### src/rtl/flag_alu_pkg.sv
package flag_alu_pkg;
  typedef enum logic [3:0] {
    OP_AND = 4'h0, OP_EOR = 4'h1, OP_SUB = 4'h2, OP_RSB = 4'h3,
    OP_ADD = 4'h4, OP_ADC = 4'h5, OP_SBC = 4'h6, OP_RSC = 4'h7,
    OP_TST = 4'h8, OP_TEQ = 4'h9, OP_CMP = 4'hA, OP_CMN = 4'hB,
    OP_ORR = 4'hC, OP_MOV = 4'hD, OP_BIC = 4'hE, OP_MVN = 4'hF
  } alu_op_e;

  typedef struct packed {
    logic n;
    logic z;
    logic c;
    logic v;
  } nzcv_t;

  function automatic logic is_compare(input logic [3:0] op);
    return op[3:2] == 2'b10;
  endfunction

  function automatic logic is_arith(input logic [3:0] op);
    return (op[3:2] == 2'b01) || (op[3:1] == 3'b001) || (op[3:1] == 3'b101);
  endfunction

  function automatic logic is_reverse(input logic [3:0] op);
    return (op == OP_RSB) || (op == OP_RSC);
  endfunction

  function automatic logic is_subtract(input logic [3:0] op);
    return (op == OP_SUB) || (op == OP_RSB) || (op == OP_SBC) ||
           (op == OP_RSC) || (op == OP_CMP);
  endfunction
endpackage

### src/rtl/flag_alu_addsub.sv
module flag_alu_addsub #(
  parameter int W = 32
) (
  input  logic [W-1:0] x_i,
  input  logic [W-1:0] y_i,
  input  logic         inv_y_i,
  input  logic         cin_i,
  output logic [W-1:0] sum_o,
  output logic         carry_o,
  output logic         ovf_o
);
  logic [W-1:0] yy;
  logic [W:0]   full;

  assign yy   = inv_y_i ? ~y_i : y_i;
  assign full = {1'b0, x_i} + {1'b0, yy} + {{W{1'b0}}, cin_i};
  assign sum_o   = full[W-1:0];
  assign carry_o = full[W];
  // same-sign inputs to the adder, different-sign sum
  assign ovf_o   = (x_i[W-1] == yy[W-1]) && (full[W-1] != x_i[W-1]);
endmodule

### src/rtl/flag_alu_logic.sv
module flag_alu_logic #(
  parameter int W = 32
) (
  input  logic [3:0]   op_i,
  input  logic [W-1:0] a_i,
  input  logic [W-1:0] b_i,
  output logic [W-1:0] res_o
);
  import flag_alu_pkg::*;

  always_comb begin
    unique case (op_i)
      OP_AND, OP_TST: res_o = a_i & b_i;
      OP_EOR, OP_TEQ: res_o = a_i ^ b_i;
      OP_ORR:         res_o = a_i | b_i;
      OP_BIC:         res_o = a_i & ~b_i;
      OP_MOV:         res_o = b_i;
      OP_MVN:         res_o = ~b_i;
      default:        res_o = '0;
    endcase
  end
endmodule

### src/rtl/flag_alu_cond.sv
module flag_alu_cond (
  input  logic [3:0]           cond_i,
  input  flag_alu_pkg::nzcv_t  flags_i,
  output logic                 pass_o,
  output logic                 unsup_o
);
  logic n, z, c, v;
  assign {n, z, c, v} = flags_i;

  always_comb begin
    unsup_o = 1'b0;
    unique case (cond_i)
      4'h0: pass_o = z;
      4'h1: pass_o = !z;
      4'h2: pass_o = c;
      4'h3: pass_o = !c;
      4'h4: pass_o = n;
      4'h5: pass_o = !n;
      4'h6: pass_o = v;
      4'h7: pass_o = !v;
      4'h8: pass_o = c && !z;
      4'h9: pass_o = !c || z;
      4'hA: pass_o = (n == v);
      4'hB: pass_o = (n != v);
      4'hC: pass_o = !z && (n == v);
      4'hD: pass_o = z || (n != v);
      4'hE: pass_o = 1'b1;
      default: begin
        pass_o  = 1'b0;
        unsup_o = 1'b1;
      end
    endcase
  end
endmodule

### src/rtl/flag_alu.sv
module flag_alu #(
  parameter int W = 32
) (
  input  logic         clk_i,
  input  logic         rst_ni,
  input  logic         valid_i,
  input  logic [3:0]   op_i,
  input  logic [3:0]   cond_i,
  input  logic         set_flags_i,
  input  logic [W-1:0] a_i,
  input  logic [W-1:0] b_i,
  input  logic         shift_carry_i,
  output logic [W-1:0] result_o,
  output logic         wr_en_o,
  output logic [3:0]   flags_o,
  output logic         cond_pass_o,
  output logic         cond_unsupported_o
);
  import flag_alu_pkg::*;

  nzcv_t        flags_q, flags_d;
  logic [W-1:0] x, y, sum, logic_res;
  logic         cin, add_c, add_v, arith, pass, unsup, flag_en;

  // operand routing and carry-in per opcode
  assign x = is_reverse(op_i) ? b_i : a_i;
  assign y = is_reverse(op_i) ? a_i : b_i;

  always_comb begin
    unique case (op_i)
      OP_ADC, OP_SBC, OP_RSC:  cin = flags_q.c;
      OP_SUB, OP_RSB, OP_CMP:  cin = 1'b1;
      default:                 cin = 1'b0;
    endcase
  end

  flag_alu_addsub #(.W(W)) u_addsub (
    .x_i     (x),
    .y_i     (y),
    .inv_y_i (is_subtract(op_i)),
    .cin_i   (cin),
    .sum_o   (sum),
    .carry_o (add_c),
    .ovf_o   (add_v)
  );

  flag_alu_logic #(.W(W)) u_logic (
    .op_i  (op_i),
    .a_i   (a_i),
    .b_i   (b_i),
    .res_o (logic_res)
  );

  flag_alu_cond u_cond (
    .cond_i  (cond_i),
    .flags_i (flags_q),
    .pass_o  (pass),
    .unsup_o (unsup)
  );

  assign arith    = is_arith(op_i);
  assign result_o = arith ? sum : logic_res;

  always_comb begin
    flags_d.n = result_o[W-1];
    flags_d.z = ~|result_o;
    flags_d.c = arith ? add_c : shift_carry_i;
    flags_d.v = arith ? add_v : flags_q.v;
  end

  assign flag_en = valid_i && pass && set_flags_i;

  always_ff @(posedge clk_i or negedge rst_ni) begin
    if (!rst_ni)      flags_q <= '0;
    else if (flag_en) flags_q <= flags_d;
  end

  assign flags_o            = flags_q;
  assign cond_pass_o        = pass;
  assign cond_unsupported_o = unsup;
  assign wr_en_o            = valid_i && pass && !is_compare(op_i);
endmodule

### config.mk
export PLATFORM = sky130hd
export DESIGN_NAME = flag_alu
export DESIGN_NICKNAME = d
export VERILOG_FILES = /design/src/rtl/flag_alu_pkg.sv /design/src/rtl/flag_alu_addsub.sv /design/src/rtl/flag_alu_logic.sv /design/src/rtl/flag_alu_cond.sv /design/src/rtl/flag_alu.sv
export SDC_FILE = /design/constraint.sdc
export NUM_CORES = 1
export LEC_CHECK = 0
export BUFFER_PORTS_ARGS = -buffer_cell sky130_fd_sc_hd__buf_2
export CAP_MARGIN = 20
export CELL_PAD_IN_SITES_DETAIL_PLACEMENT = 1
export CELL_PAD_IN_SITES_GLOBAL_PLACEMENT = 1
export CORE_AREA = 2 2 121 123
export DETAILED_ROUTE_END_ITERATION = 8
export DIE_AREA = 0 0 123 125
export PLACE_DENSITY = 0.95
export SYNTH_ARGS = -nofsm -noshare
export SYNTH_HDL_FRONTEND = slang
export SYNTH_SLANG_ARGS = --single-unit
export TNS_END_PERCENT = 50
### constraint.sdc
create_clock -name clk_i -period 13.5 [get_ports clk_i]
set_input_delay 2.025 -clock clk_i [delete_from_list [all_inputs] [get_ports clk_i]]
set_output_delay 2.025 -clock clk_i [all_outputs]
set_load 0.1 [all_outputs]
Word-level counts from Yosys, hierarchy flattened --
Index checks and enable logic that the tools add are counted.
Cells by class: bitwise gates (word level) 6, muxes and demuxes 9, $add $sub $neg 2, equal/unequal tests 35, reductions and logical operators 30
Operator list (number):
- case mux 32 bit (6 select lines) | 1
- 2-to-1 mux 32 bit | 4
- AND 32 bit | 2
- inverter 32 bit | 2
- equality test 4 bit, second input constant | 14
- adder 32 x 32 -> 33 bit | 1
- adder 33 x 1 -> 33 bit | 1
- OR 32 bit | 1
- OR reduction 32 bit | 1
- bitwise XOR 32 bit | 1
- equality test 4 x 3 -> 1 bit, second input constant | 7
- equality test 4 x 2 -> 1 bit, second input constant | 4
- case mux 1 bit (15 select lines) | 1
- OR reduction 15 bit | 1
- logical OR 1 bit | 9
- equality test 4 x 1 -> 1 bit, second input constant | 2
- logical NOT 4 bit | 2
- logical AND 1 bit | 6
- logical NOT 1 bit | 6
- OR reduction 3 bit | 2
- OR reduction 2 bit | 2
- equality test 3 x 1 -> 1 bit, second input constant | 1
- equality test 3 bit, second input constant | 1
- equality test 1 bit | 2
- 6 further kinds | 8
Storage, ports and cells: bits of input ports 77, word-level logic and storage cells 86, flip-flop bits (word level) 4, output and inout bits 39

Depth between registers and ports, before layout --
word-level depth 11, gate-level depth with buffers 24, mapped depth without buffers 18

By module --
A second synthesis with hierarchy kept.
Unflattened totals: cell total of the unflattened synthesis 827, area, all modules 6346.1 sq um
By module, submodules not included:
- flag_alu_logic | cells each 358, area an instance 2467.4 sq um, instances 1, seq. area each 0.0 sq um
- flag_alu_addsub | cells each 285, area an instance 2122.0 sq um, instances 1, seq. area each 0.0 sq um
- flag_alu | cells each 157, area an instance 1542.7 sq um, instances 1, seq. area each 100.1 sq um
- flag_alu_cond | cells each 27, area an instance 214.0 sq um, instances 1, seq. area each 0.0 sq um

Least setup slack after synthesis --
Ideal clock, no wire load.
path type input -> output, from in op_i[1], to out result_o[16], data arrival time 8529 ps, buffers on the path 7, cell stages on the path 18, slack 2946 ps, data required time 11475 ps, cell sequence buf_2 buf_2 buf_2 buf_2 buf_2 nand3_1 clkbuf_1 clkbuf_1 nor2_1 a21oi_1 xnor2_1 fa_1 inv_1 fa_1 a21o_1 a221o_2 a211oi_1 o311ai_0
Between the ends: longest elaborated chain between the ends 9, elaborated cells between the ends (all ways) 36, classes of those cells add/sub (2); eq/ne (15); mux (6); bitwise (1); reduce/logical (12)
RTL lines:
- start, declared | RTL line flag_alu.sv:7 | input logic [3:0] op_i,
- equality test 4 x 2 -> 1 bit, on equally long branches | RTL line flag_alu_pkg.sv:29, flag_alu.sv:30, flag_alu_pkg.sv:25
- logical OR 1 bit (3 in a row) | RTL line flag_alu_pkg.sv:29 | return (op == OP_SUB) || (op == OP_RSB) || (op == OP_SBC) ||
- logical OR 1 bit | RTL line flag_alu_pkg.sv:30 | (op == OP_RSC) || (op == OP_CMP);
- 2-to-1 mux 32 bit | RTL line flag_alu_addsub.sv:15 | assign yy = inv_y_i ? ~y_i : y_i;
- adder 32 x 32 -> 33 bit | RTL line flag_alu_addsub.sv:16 | assign full = {1'b0, x_i} + {1'b0, yy} + {{W{1'b0}}, cin_i};
- adder 33 x 1 -> 33 bit | RTL line flag_alu_addsub.sv:16
- 2-to-1 mux 32 bit * | RTL line flag_alu.sv:62 | assign result_o = arith ? sum : logic_res;
- end, declared | RTL line flag_alu.sv:13 | output logic [W-1:0] result_o,
Mark *: on every way between the ends. The rest lies on a longest branch, timed or not.

Worst setup path in the final report --
from in op_i[1], to out result_o[30]
The elaborated chain is that of the path after synthesis.

==> metrics.md <==
| Metric | Value |
|---|---|
| Synth-to-layout area growth | 11.6% |
| Highest Clock Rate | 0.108 GHz |
| Slowest stage delay, CP | 0.67 ns |
| Synth cell count leaders | 108 x nand2_1, 89 x nor2_1, 85 x a21oi_1 |
| Fin nets | 1142 |
| Initial Util | 41.5% |
| WP depth | 17 |
| Ys flop type | dfrtp_1 |
| Top delay family on crit path | compound AO/OA/AOI/OAI gates |
| Routed len/inst | 19.8 um |
| Vias per inst | 6.38 |
| Buf+Inv Stages, Crit Path | 4 |
| Row count | 44 |
| Cell count after synthesis | 940 |
| Final wirelength | 23.4 mm |
| Worst Tran Pin Value | 1.00 ns |
| Critical path class | in -> out |
| Final instance area | 6570 um^2 |
| Largest net degree at the start of global routing | 78 |
| Post-synth top area share | 13.4% |
| Max reg flops | 4 |
| DRT antenna net count | 0 |
| Die Height | 125 um |
| TritonRoute pass-1 iters | 5 |
| Crit path required time | 11.48 ns |
| Root buffer cell | clkbuf_16 |
| Setup TNS | 0 ns |
| Cell variety after synth | 79 |
| Post-synth EDFFs | 0 |
| Worst r2r dst | flags_o[2]$_DFFE_PN0P_ |
| Core area | 14200 um^2 |
| Max FO, Critical Path | 62 |
| Inserted Clock Buffers | 3 |
| Vias | 7544 |
| Clock slew at reported path FFs | 0.03 ns |
| Hold depth | 2 |
| Post-synthesis cell area | 5890 um^2 |
| Clock skew | 0.000801 ns |
| Post-layout min period | 9.28 ns |
| Hold EP | flags_o[2]$_DFFE_PN0P_ |
| Final setup vio count | 0 |
| # clock sinks | 4 |
| Max-slew headroom | 33.0% |
| Async set-reset flop share out of synthesis | 100% |
| Clock Latency Late Sink | 0.23 ns |
| RSZ-0062 raised after global routing | false |
| Final Hold Vio Count | 0 |
| Layout cells sized above 1 | 15.0% |
| Grt ovf | 0 |
| Setup bufs post-CTS | 0 |
| Hold path start | flags_o[2]$_DFFE_PN0P_ |
| Most area-hungry cell type in the Yosys netlist | ha_1 |
| Reg2reg setup slack | 8.95 ns |
| YS warnings | 0 |
| Post-Syn Area per Cell | 6.27 um^2 |
| Antenna violations before repair | 0 |
| CTS hold repair buffers | 0 |
| Clock Path Buffers | 2 |
| Pleak | 3.08 nW |
| Slowest cell on crit path | buf_4 |
| Die Wd | 123 um |
| Die area | 15400 um^2 |
| Placed standard-cell area | 6500 um^2 |
| Max VDD drop | 0.0873 mV |
| Fin crit share | 68.7% |
| Max cap viols | 0 |
| Global-route wire length before repair | 38.4 mm |
| Top-Level Pins | 116 |
| Antenna Cells | 0 |
| CTS tree | yes |
| Final Non-Filler Cells | 1182 |
| DR iter-0 viols | 536 |
| DPL Wire Length | 18.1 mm |
| Pwr Density | 119 nW/um^2 |
| Total GRT Usage | 30.2% |
| Post-CTS sizing | 0 |
| CP Capture Type | output port |
| Sequential share of the synthesized area | 1.70% |
| Placed Cells | 1179 |
| Reg2reg start | flags_o[1]$_DFFE_PN0P_ |
| Outcome | completed |
| Length in cells of the worst reg-to-reg path | 16 |
| Most frequent cell after synthesis | nand2_1 |
| Fin. max-slew vios | 0 |
| Register area | 100 um^2 |
| Port Buffers | 115 |
| Fillers | 1963 |
| Post-route DRC | 0 |
| HP Class | reg -> reg |
| Synth area leaders | ha_1 13%, a21oi_1 7.2%, o21ai_0 7.0%, nand2_1 6.9%, xor2_1 6.7% |
| Depth of the CTS H-tree | 1 |
| Vias in the first global route | 7847 |
| Syn nets | 1082 |
| CP Cell Sequence | buf_2, buf_4, nand3_4, nor2_1, a21oi_1, xnor2_1, fa_1, inv_1, fa_1, a21o_1, a221oi_1, o32a_2, a31oi_4, a211oi_1, a41o_1, nand2b_1, buf_2 |
| Footprint of the multi-input gates | 5230 um^2 |
| Arr. time, crit path | 7.25 ns |
| GP Congestion | 0.931 |
| Post-synthesis register bit count | 4 |
| CP Launch Type | input port |
[cell usage in the layout, fill, tap and decap left out, types with 6 or more instances in the layout]
cell      synthesis  final
a211oi_1          8      8
a21o_1           10     10
a21oi_1          85     85
a22oi_1          13     13
a31oi_1          14     14
and3_1            8      8
buf_2            17    115
buf_4             4      8
ha_1             63     63
inv_1            80     80
mux2i_1          14     14
nand2_1         108    108
nand3_1          27     26
nand4_1          15     15
nor2_1           89     88
nor2b_1           6      6
nor3_1           23     21
o21a_1            6      6
o21ai_0          82     82
o22ai_1          16     16
o31ai_1           9      9
or3_1             9      9
xnor2_1          30     30
xor2_1           45     45
[how the worst max path moves through the flow]
stage                        from            to
after CTS                 op_i[1]  result_o[30]
after detailed placement  op_i[1]  result_o[30]
after floorplan           op_i[1]  result_o[16]
after global routing      op_i[1]  result_o[30]
after global placement    op_i[1]  result_o[30]
final                     op_i[1]  result_o[30]
[kinds of logic after synthesis]
kind of cell	count (synthesis)	share of synthesized area (%)
compound gates	322	36.0
xor+xnor	75	11.2
fa+ha+maj	65	14.1
buf+inv	148	10.2
flops	4	1.70
mux	16	2.76
simple gates	310	24.2
[per-stage QoR]
step	setup slack (ns)	utilization, %	total power, mW	hold WS [ns]
final	4.22	46.3	0.781	0.617
after global routing	3.81	46.3	0.829	0.662
after CTS	4.32	46.3	0.775	0.615
after detailed placement	4.34	45.7	0.724	0.609
after global placement	4.52	45.7	0.708	0.609
after floorplan	2.95	-	0.583	1.04
[worst reg2reg max path, cell delays in order (launching register included)]
cell and delay, ns:
dfrtp_1 0.45, a21oi_1 0.16, nor2_1 0.05, a21oi_1 0.19, fa_1 0.24, inv_1 0.07, fa_1 0.46, a21o_1 0.23
a21oi_1 0.20, xnor2_1 0.08, a211o_1 0.32, or4_1 0.57, nor4_1 0.32, nand4_1 0.26, nor4_2 0.47, nand4_1 0.26
o21ai_1 0.14
[power breakdown]
group / leakage [nW] / total [mW] / internal (mW) / switching, mW
Sequential: 0.0494 / 0.0254 / 0.0164 / 0.00899
Combinational: 3.00 / 0.708 / 0.178 / 0.530
Clock: 0.0370 / 0.0473 / 0.0379 / 0.00939
[metal layers]
layer	global-route usage (%)	part of all wire (%)	up-vias
met2	51.5	47	317
met4	13.2	4.5	0
met3	3.06	6.2	88
met1	37.9	42	3621
met5	0	0	-
li1	-	-	3518
[layout make-up]
type | instances | area share [%]
Sequential cell | 4 | 1.52
Tap cell | 184 | 3.50
Clock buffer | 3 | 1.14
Multi-Input combinational cell | 788 | 79.6
Timing Repair Buffer | 123 | 9.67
Inverter | 80 | 4.57
(Power assumes the default switching activity.)
